`config.mk`:
```
export PLATFORM = sky130hd
export DESIGN_NAME = bcd7_latch_decoder
export DESIGN_NICKNAME = d
export VERILOG_FILES = /design/src/rtl/bcd7_pkg.sv /design/src/rtl/bcd7_hold.sv /design/src/rtl/bcd7_decode.sv /design/src/rtl/bcd7_drive.sv /design/src/rtl/bcd7_latch_decoder.sv
export SDC_FILE = /design/constraint.sdc
export NUM_CORES = 1
export LEC_CHECK = 0
export ABC_AREA = 1
export BUFFER_PORTS_ARGS = -buffer_cell sky130_fd_sc_hd__clkbuf_2
export CAP_MARGIN = 15
export CORE_AREA = 2 2 39 41
export CTS_CLUSTER_DIAMETER = 80
export DETAILED_ROUTE_END_ITERATION = 7
export DIE_AREA = 0 0 41 43
export PLACE_DENSITY_LB_ADDON = 0.15
export REMOVE_ABC_BUFFERS = 1
export SLEW_MARGIN = 5
export SYNTH_ARGS = -nofsm -noshare
export SYNTH_HDL_FRONTEND = slang
export SYNTH_SLANG_ARGS = --single-unit
export TNS_END_PERCENT = 100
```
`constraint.sdc`:
```
create_clock -name clk_i -period 3.9 [get_ports clk_i]
set_input_delay 0.975 -clock clk_i [delete_from_list [all_inputs] [get_ports clk_i]]
set_output_delay 0.975 -clock clk_i [all_outputs]
set_load 0.01 [all_outputs]
```
`src/rtl/bcd7_pkg.sv`:
```
package bcd7_pkg;
  localparam int DIGIT_W = 4;
  localparam int SEG_N   = 7;
  localparam int MAX_DIGIT = 9;

  typedef logic [DIGIT_W-1:0] digit_t;
  typedef logic [SEG_N-1:0]   seg_t;

  localparam seg_t SEG_DARK = '0;
  localparam seg_t SEG_FULL = '1;
endpackage

```
`src/rtl/bcd7_hold.sv`:
```
module bcd7_hold
  import bcd7_pkg::*;
(
  input  logic   clk_i,
  input  logic   rst_ni,
  input  logic   capture_i,
  input  digit_t bcd_i,
  output digit_t src_o
);
  digit_t held_q;

  always_ff @(posedge clk_i or negedge rst_ni) begin
    if (!rst_ni)        held_q <= '0;
    else if (capture_i) held_q <= bcd_i;
  end

  // transparent while capturing, frozen otherwise
  assign src_o = capture_i ? bcd_i : held_q;
endmodule

```
`src/rtl/bcd7_decode.sv`:
```
module bcd7_decode
  import bcd7_pkg::*;
(
  input  digit_t digit_i,
  output seg_t   lit_o
);
  // bit order {g,f,e,d,c,b,a}, 1 = lit
  always_comb begin
    unique case (digit_i)
      4'd0:    lit_o = 7'b011_1111;
      4'd1:    lit_o = 7'b000_0110;
      4'd2:    lit_o = 7'b101_1011;
      4'd3:    lit_o = 7'b100_1111;
      4'd4:    lit_o = 7'b110_0110;
      4'd5:    lit_o = 7'b110_1101;
      4'd6:    lit_o = 7'b111_1101;
      4'd7:    lit_o = 7'b000_0111;
      4'd8:    lit_o = 7'b111_1111;
      4'd9:    lit_o = 7'b110_1111;
      default: lit_o = SEG_DARK;
    endcase
  end
endmodule

```
`src/rtl/bcd7_drive.sv`:
```
module bcd7_drive
  import bcd7_pkg::*;
#(
  parameter bit COMMON_ANODE = 1'b0
) (
  input  seg_t lit_i,
  input  logic lamp_test_ni,
  input  logic blank_ni,
  output seg_t seg_o
);
  seg_t lit_ovr;

  always_comb begin
    if (!lamp_test_ni)  lit_ovr = SEG_FULL;
    else if (!blank_ni) lit_ovr = SEG_DARK;
    else                lit_ovr = lit_i;
  end

  generate
    if (COMMON_ANODE) begin : g_ca
      assign seg_o = ~lit_ovr;
    end else begin : g_cc
      assign seg_o = lit_ovr;
    end
  endgenerate
endmodule

```
`src/rtl/bcd7_latch_decoder.sv`:
```
module bcd7_latch_decoder
  import bcd7_pkg::*;
#(
  parameter bit COMMON_ANODE = 1'b0
) (
  input  logic                clk_i,
  input  logic                rst_ni,
  input  logic [DIGIT_W-1:0]  bcd_i,
  input  logic                capture_i,
  input  logic                lamp_test_ni,
  input  logic                blank_ni,
  output logic [SEG_N-1:0]    seg_o
);
  localparam seg_t ON_ALL  = COMMON_ANODE ? SEG_DARK : SEG_FULL;
  localparam seg_t OFF_ALL = COMMON_ANODE ? SEG_FULL : SEG_DARK;

  digit_t src;
  seg_t   lit;

  bcd7_hold u_hold (
    .clk_i     (clk_i),
    .rst_ni    (rst_ni),
    .capture_i (capture_i),
    .bcd_i     (bcd_i),
    .src_o     (src)
  );

  bcd7_decode u_decode (
    .digit_i (src),
    .lit_o   (lit)
  );

  bcd7_drive #(.COMMON_ANODE(COMMON_ANODE)) u_drive (
    .lit_i        (lit),
    .lamp_test_ni (lamp_test_ni),
    .blank_ni     (blank_ni),
    .seg_o        (seg_o)
  );

  AST_LAMP_ALL_ON: assert property (@(posedge clk_i) disable iff (!rst_ni)
    !lamp_test_ni |-> seg_o == ON_ALL);

  AST_BLANK_ALL_OFF: assert property (@(posedge clk_i) disable iff (!rst_ni)
    (lamp_test_ni && !blank_ni) |-> seg_o == OFF_ALL);

  AST_BAD_CODE_DARK: assert property (@(posedge clk_i) disable iff (!rst_ni)
    (lamp_test_ni && blank_ni && capture_i && bcd_i > MAX_DIGIT) |-> seg_o == OFF_ALL);

  AST_DIGIT_ONE_TWO_SEG: assert property (@(posedge clk_i) disable iff (!rst_ni)
    (lamp_test_ni && blank_ni && capture_i && bcd_i == 4'd1)
      |-> $countones(seg_o ^ OFF_ALL) == 2);

  AST_HOLD_STABLE: assert property (@(posedge clk_i) disable iff (!rst_ni)
    (!capture_i && $past(!capture_i) && lamp_test_ni && blank_ni
     && $past(lamp_test_ni) && $past(blank_ni)) |-> $stable(seg_o));
endmodule

```
After elaboration in Yosys (flattened, before gate mapping)
Memory sizes are Yosys's and may differ from the RTL's.
Cells that the tools add are included.
{"block": "classes", "mux": 3}
{"operator": "$mux 7", "n": 2}
{"operator": "$mux 4", "n": 1}
{"block": "totals", "register_bits": 4, "mem_bits_ro": 112, "in_bits": 9, "memories": 1}
{"name": "(name not given)", "depth": 16, "width": 7, "read_ports": 1, "rd_clocked_by_memory_dff": 0, "wr": 0, "line_no": "bcd7_decode.sv:9", "rtl": "unique case (digit_i)"}

Depth between registers and ports, before layout
Gate-level depths: netlist of run 1.
An unclocked memory read counts as a cell.
{"block": "logic_depth", "depth_word": 4, "mapped_depth": 10, "depth_no_buf": 10}

Cells and area by module
A second synthesis of run 1 with hierarchy kept.
{"block": "unflattened", "hier_cells": 70, "area_unflattened_um2": 411.6}
{"mod": "bcd7_decode", "n_inst": 1, "cells_each": 39, "area_per_inst_um2": 210.2}
{"mod": "bcd7_hold", "n_inst": 1, "cells_each": 17, "area_per_inst_um2": 148.9}
{"mod": "bcd7_drive", "n_inst": 1, "cells_each": 14, "area_per_inst_um2": 52.6}

Worst setup path after synthesis of run 1
Ideal clock, no wire load.
{"block": "synth_path", "path_type": "input to output", "start": "input port capture_i", "end": "output port seg_o[6]", "t_arrival_ns": 1.961, "path_slack_ns": 0.964, "stages": 9, "n_path_buf": 1, "path_cell_list": "buf_6 -> o21ai_2 -> inv_1 -> ha_1 -> inv_1 -> nand3_1 -> nand3_1 -> nand3_1 -> nand2_1"}
{"block": "synth_between", "elab_chain_len": 4}
{"item": "start, declared", "line_no": "bcd7_latch_decoder.sv:9", "rtl": "input logic capture_i,"}
{"item": "$mux 4"}
{"item": "via src[0]", "line_no": "bcd7_latch_decoder.sv:17", "rtl": "digit_t src;"}
{"item": "$mem_v2 16x7"}
{"item": "$mux 7", "line_no": "bcd7_drive.sv:15", "rtl": "else if (!blank_ni) lit_ovr = SEG_DARK;"}
{"item": "$mux 7", "line_no": "bcd7_drive.sv:14", "rtl": "if (!lamp_test_ni) lit_ovr = SEG_FULL;"}
{"item": "end, declared", "line_no": "bcd7_latch_decoder.sv:12", "rtl": "output logic [SEG_N-1:0] seg_o"}
The timed path passes the listed nets, and every way through them passes these cells.

Worst setup path in the final report of run 1
Ends and elaborated chain as after synthesis.

==> results of run 1 <==
==> critical path, cell delays in order <==
cell and delay (ps):
clkbuf_2 210, o21ai_2 300, inv_1 120, ha_1 210
inv_1 50, nand3_1 90, nand3_1 90, nand3_1 60
nand2_1 60, clkbuf_2 120
==> how the worst max path moves through the flow <==
stage / endpoint / from / slack [ps]
after global placement: seg_o[6] / capture_i / 650
after detailed placement: seg_o[6] / capture_i / 630
after global routing: seg_o[3] / capture_i / 490
after CTS: seg_o[3] / capture_i / 630
final: seg_o[6] / capture_i / 640
after floorplan: seg_o[6] / capture_i / 1110
==> metrics by stage <==
stage	cells	utilization, %	hold slack, ps	instance area, um^2	total power (W)
2_1_floorplan	68	-	508.1	499.2	0.00009821
3_3_place_gp	99	42.95	569.0	594.3	0.0001199
3_5_place_dp	99	42.95	570.7	594.3	0.0001198
4_1_cts	102	44.57	529.1	616.8	0.0001742
5_1_grt	102	44.57	521.7	616.8	0.0001874
6_report	102	44.57	534.2	616.8	0.0001704
==> synthesized netlist by cell type (all sizes together) <==
master,count
a21boi,1
nand2,31
buf,1
o21ai,1
nand3,15
dfrtp,4
inv,11
ha,5
==> power groups by stage <==
stage	sequential (W)	clock (W)	combinational, W
after global placement	0.0000490	0	0.0000709
final	0.0000484	0.0000517	0.0000704
after detailed placement	0.0000490	0	0.0000709
after floorplan	0.0000483	0	0.0000499
after global routing	0.0000488	0.0000598	0.0000788
after CTS	0.0000484	0.0000544	0.0000713
==> metal layers <==
metal / vias to the layer above / wire, um
met4: 0 / 0
li1: 252 / -
met2: 6 / 467
met1: 199 / 490
met5: - / 0
met3: 0 / 24
==> logic make-up (layout without fill, tap and decap cells) <==
logic type               count (synthesis)  count (layout)  share of synthesized area (%)
flip-flops                               4               4                          19.61
AO/OA/AOI/OAI                            2               2                          3.187
buffers and inverters                   12              29                          12.25
adder cells (fa/ha/maj)                  5               5                          12.25
AND/OR/NAND/NOR                         46              46                          52.70
==> cell type report <==
| type | instances | area (um^2) | area share (%) |
|---|---|---|---|
| flip-flops and latches | 4 | 100.1 | 16.23 |
| clock buffers | 3 | 22.52 | 3.651 |
| well taps | 16 | 20.02 | 3.245 |
| multi-input cells | 53 | 347.8 | 56.39 |
| inverters | 11 | 51.30 | 8.316 |
| repair buffers | 15 | 75.07 | 12.17 |
==> metrics.yaml, run 1 <==
clock_network:
  root_buffer: "clkbuf_4"
  clk_latency_ps: 230
  clk_path_buf_depth: 2
  post_cts_resized: 0
  ctsHoldBuffers: 0
  post_cts_buffers: 0
  htreeDepth: 1
  cts_tree: "done"
  clkTransAtPathRegs_ps: 40
  cts_buffers: 3
  cts.sink_count: 4
yosys:
  synthDistinctLibCells: 13
  synth.cell_area_um2: 510.5
  synthTopCellsByArea: "dfrtp_1, nand2_4, nand3_1, ha_1, nand2_1"
  synthCells: 69
  ys_seq_area_share_pct: 19.61
  ys_ff_latch: 4
  yosysTopAreaCell: "dfrtp_1"
  yosysWarningCount: 0
  postSynthAreaPerCell_um2: 7.398
  synth_top_cell_area_share_pct: 19.61
critical_path:
  crit_path_max_fanout: 8
  start_kind: "input port"
  arrival_ps: 2290
  r2r_end: "u_hold.held_q[0]"
  rr_startpoint: "u_hold.held_q[0]"
  end_kind: "primary output"
  ff2ff_setup_slack_ps: 3060
  criticalPathCategory: "input port to primary output"
  worstPathRequired_ps: 2920
  reg2reg_depth: 2
place:
  routabilityCongestion: 0.7336
  dp_hpwl_um: 797.5
  dp_slack_ps: 631.1
  io_buffers: 15
sta:
  finalHoldViolCount: 0
  worst_slack_ps: 638.7
  final-setup-viol-count: 0
  period_share_pct: 83.62
  fmax_mhz: 306.6
  tightestPinTransition_ps: 297.2
  drv_slew: 0
  rsz0062_at_grt: "false"
  min_period_ps: 3261
  finalSetupTns_ps: 0
  max_slew_margin_pct: 80.19
  fin_skew_ps: 0
power:
  powerDensity_mw_per_mm2: 276.3
  clkPwrFrac_pct: 30.3
  power.leakage_nw: 0.3607
  intPower_w: 0.0001068
  seqPwrFrac_pct: 28.4
  combinationalPowerShare_pct: 41.3
  vdd_drop_max_mv: 0.1714
  netSwitchingFraction_pct: 37.35
  power_switching_w: 0.00006365
final_layout:
  fillers: 147
  mostFrequentLayoutCells: "nand2_1, nand3_1, clkbuf_2, inv_1, nand2_4"
  largest_reg_flops: 4
  drive_above_1_share_pct: 43.02
  reg_top3: "u_hold.held_q (4)"
  top_register: "u_hold.held_q"
  nNetsFinal: 102
  insertedDiodeCount: 0
  areaGrowthSynthToFinish_pct: 20.83
  final_common_cell: "nand2_1"
floorplan:
  initial_core_util_pct: 36.89
  core-area_mm2: 0.001384
  io-pin-count: 16
  die_x_um: 41
  rows: 14
  die_height_um: 43
  dieArea_mm2: 0.001763
detailed_routing:
  drt_wl_total_um: 982
  viasPerCell: 4.480
  drt-wirelength-per-cell_um: 9.627
  num_vias: 457
  drt_iter0_drc: 1
  detailedRoute.firstPassIterationCount: 2
  drcViolationCount: 0
  antenna_left: 0
global_routing:
  grt_pass1_wl_um: 1566
  overflow: 0
  met2_usage_pct: 19.69
  first_global_vias: 398
  grtUsageMet3_pct: 7.853
  grt_use_met1_pct: 16.56
  antenna_found_initial: 0
  grtUsageTotal_pct: 13.90
  busiest_layer: "met2"
  grt_max_degree: 9
min_path:
  hold_class: "input port to async pin"
run:
  max_cap_viol_count: 0
status:
  status: "completed"
Note: power is estimated with default switching activity, not from simulation.
==> run 2, diff against run 1 <==
--- a/config.mk
+++ b/config.mk
@@ -5,7 +5,7 @@
 export SDC_FILE = /design/constraint.sdc
 export NUM_CORES = 1
 export LEC_CHECK = 0
-export ABC_AREA = 1
+export ABC_AREA = 0
 export BUFFER_PORTS_ARGS = -buffer_cell sky130_fd_sc_hd__clkbuf_2
 export CAP_MARGIN = 15
 export CORE_AREA = 2 2 39 41
==> constraint.sdc (replaced) <==
create_clock -name clk_i -period 3.17 [get_ports clk_i]
set_input_delay 0.7925 -clock clk_i [delete_from_list [all_inputs] [get_ports clk_i]]
set_output_delay 0.7925 -clock clk_i [all_outputs]
set_load 0.01 [all_outputs]
==> metrics.yaml, run 2 <==
status:
  status: "completed"
critical_path:
  arrival_ps: 2210
  critPathMaxStageDelay_ps: 280
  criticalPathCategory: "input port to primary output"
  crit_family: "buffers and inverters"
  crit_path_max_fanout: 11
  end_kind: "primary output"
  crit_buf_inv: 3
  worstPathRequired_ps: 2380
  slowest_stage: "mux2i_4"
  start_kind: "input port"
  crit_chain: "clkbuf_4 > mux2i_4 > buf_4 > ha_1 > mux2i_1 > o221ai_1 > o221a_2 > clkbuf_2"
final_layout:
  top_register: "u_hold.held_q"
  reg_top3: "u_hold.held_q (4)"
  final_common_cell: "clkbuf_2"
  areaGrowthSynthToFinish_pct: 27.06
  nNetsFinal: 93
  ff_latch_area_um2: 100.1
  stdcell_count: 93
  largest_reg_flops: 4
  mostFrequentLayoutCells: "clkbuf_2, nand2_1, nor2_1, ha_1"
  drive_above_1_share_pct: 40.26
  multi_input_area_um2: 351.6
  insertedDiodeCount: 0
  utilization_pct: 44.57
  fillers: 154
detailed_routing:
  viasPerCell: 5.108
  antenna_left: 0
  num_vias: 475
  detailedRoute.firstPassIterationCount: 4
  drcViolationCount: 0
  drt_wl_total_um: 1127
  drt_iter0_drc: 5
  drt-wirelength-per-cell_um: 12.12
sta:
  worst_slack_ps: 166.6
  drv_slew: 0
  period_share_pct: 94.74
  finalHoldViolCount: 0
  max_slew_margin_pct: 80.66
  min_period_ps: 3003
  fin_skew_ps: 0
  tightestPinTransition_ps: 284.5
  rsz0062_at_grt: "false"
  finalSetupTns_ps: 0
  final-setup-viol-count: 0
  fmax_mhz: 333.0
global_routing:
  first_global_vias: 435
  overflow: 0
  grt_pass1_wl_um: 1856
  antenna_found_initial: 0
  grt_max_degree: 12
  grtUsageTotal_pct: 15.74
floorplan:
  rows: 14
  die_height_um: 43
  initial_core_util_pct: 35.08
  die_x_um: 41
  core-area_mm2: 0.001384
  dieArea_mm2: 0.001763
  io-pin-count: 16
clock_network:
  cts_buffers: 3
  clkTransAtPathRegs_ps: 40
  clk_latency_ps: 230
  cts_tree: "done"
  cts.sink_count: 4
  ctsHoldBuffers: 0
  root_buffer: "clkbuf_4"
  clk_path_buf_depth: 2
  htreeDepth: 1
place:
  dp_slack_ps: 25.89
  dp_cells: 88
  io_buffers: 15
  routabilityCongestion: 0.7643
  dp_hpwl_um: 914.4
yosys:
  yosysWarningCount: 0
  synth_most_common_cell: "nand2_1"
  synthCells: 57
  synthTopCellsByArea: "dfrtp_1, ha_1, nand2_1, mux2i_4, mux2i_1"
  synth_async_sr_flop_share_pct: 100.0
  synthDistinctLibCells: 29
  synth_top_cell_area_share_pct: 20.62
  postSynthAreaPerCell_um2: 8.517
  synth.cell_area_um2: 485.5
  synth_edf_count: 0
  yosysTopAreaCell: "dfrtp_1"
  synth-main-ff-cell: "dfrtp_1"
  ys_seq_area_share_pct: 20.62
  synth_common_cells: "nand2_1, ha_1, nor2_1"
  ys_ff_latch: 4
power:
  vdd_drop_max_mv: 0.2397
  powerDensity_mw_per_mm2: 346.7
  power.leakage_nw: 0.3078
min_path:
  hold_class: "input port to async pin"
run:
  max_cap_viol_count: 0
==> run 2: cell types whose count changed after synthesis, moves of 2 or more <==
cell     before  now
inv_1         8    4
mux2i_1       0    2
nand2_1      16    7
nand2_2       7    0
nand2_4       8    0
nand3_1      15    2
nor2_1        0    5
nor2b_1       0    2
o21a_1        0    2
o21ai_0       0    2
o21ai_1       0    3
==> run 2: cells by family (layout without fill, tap and decap cells) <==
group                      Yosys count  in the layout  share of synthesized area, %
muxes                                4              4                         11.60
adders and majority gates            5              5                         12.89
and+or+nand+nor                     21             21                         22.94
AOI/OAI and AO/OA                   16             16                         25.00
buffers and inverters                7             27                         6.958
DFF                                  4              4                         20.62
==> run 2: layer usage <==
metal  global-route usage [%]  up-vias  routed length (um)
li1                         -      242                   -
met1                    21.57      224                 526
met2                    21.56        9                 557
met3                    3.141        0                  43
met4                    10.00        0                   0
met5                        0        -                   0
==> run 2: final timing paths <==
path | slack (ps) | depth (start not counted) | to | startpoint
hold / removal | 360 | 1 | u_hold.held_q[2] | rst_ni
max in group asynchronous | 2690 | 1 | u_hold.held_q[1] | rst_ni
setup / recovery | 170 | 8 | seg_o[4] | capture_i
hold reg to reg | 590 | 2 | u_hold.held_q[1] | u_hold.held_q[1]
setup reg to reg | 2220 | 2 | u_hold.held_q[2] | u_hold.held_q[2]
min in group clk_i | 590 | 2 | u_hold.held_q[1] | u_hold.held_q[1]
==> run 2: cell type report <==
type	count	share of cell area (%)
inverter	6	3.651
multi-input combinational	46	57.00
tap	16	3.245
timing repair buffer	18	16.23
sequential	4	16.23
clock buffer	3	3.651
==> run 2: power breakdown <==
part	internal, W	total, W	switching (W)
combinational	0.0000433	0.0000907	0.0000473
clock	0.0000422	0.0000604	0.0000182
sequential	0.0000562	0.0000628	0.00000663
total	0.000142	0.000214	0.0000722
==> run 2: through the flow <==
step                hold slack, ps  area, um^2   power, W
floorplan                    496.9       474.2  0.0001186
global placement             600.5       576.8  0.0001505
detailed placement           600.5       576.8  0.0001510
CTS                          348.5       599.3  0.0002161
global route                 362.5       616.8  0.0002293
finish                       358.8       616.8  0.0002139
==> run 2: worst reg2reg max path, stage by stage, from the launching register on <==
cell,delay (ps)
dfrtp_1,440
mux2i_2,290
inv_2,100
==> run 2: timing repair <==
item                                    in CTS  in global routing
endpoints found under the setup margin       0                  3
resized for setup                            0                  2
setup buffers                                0                  2
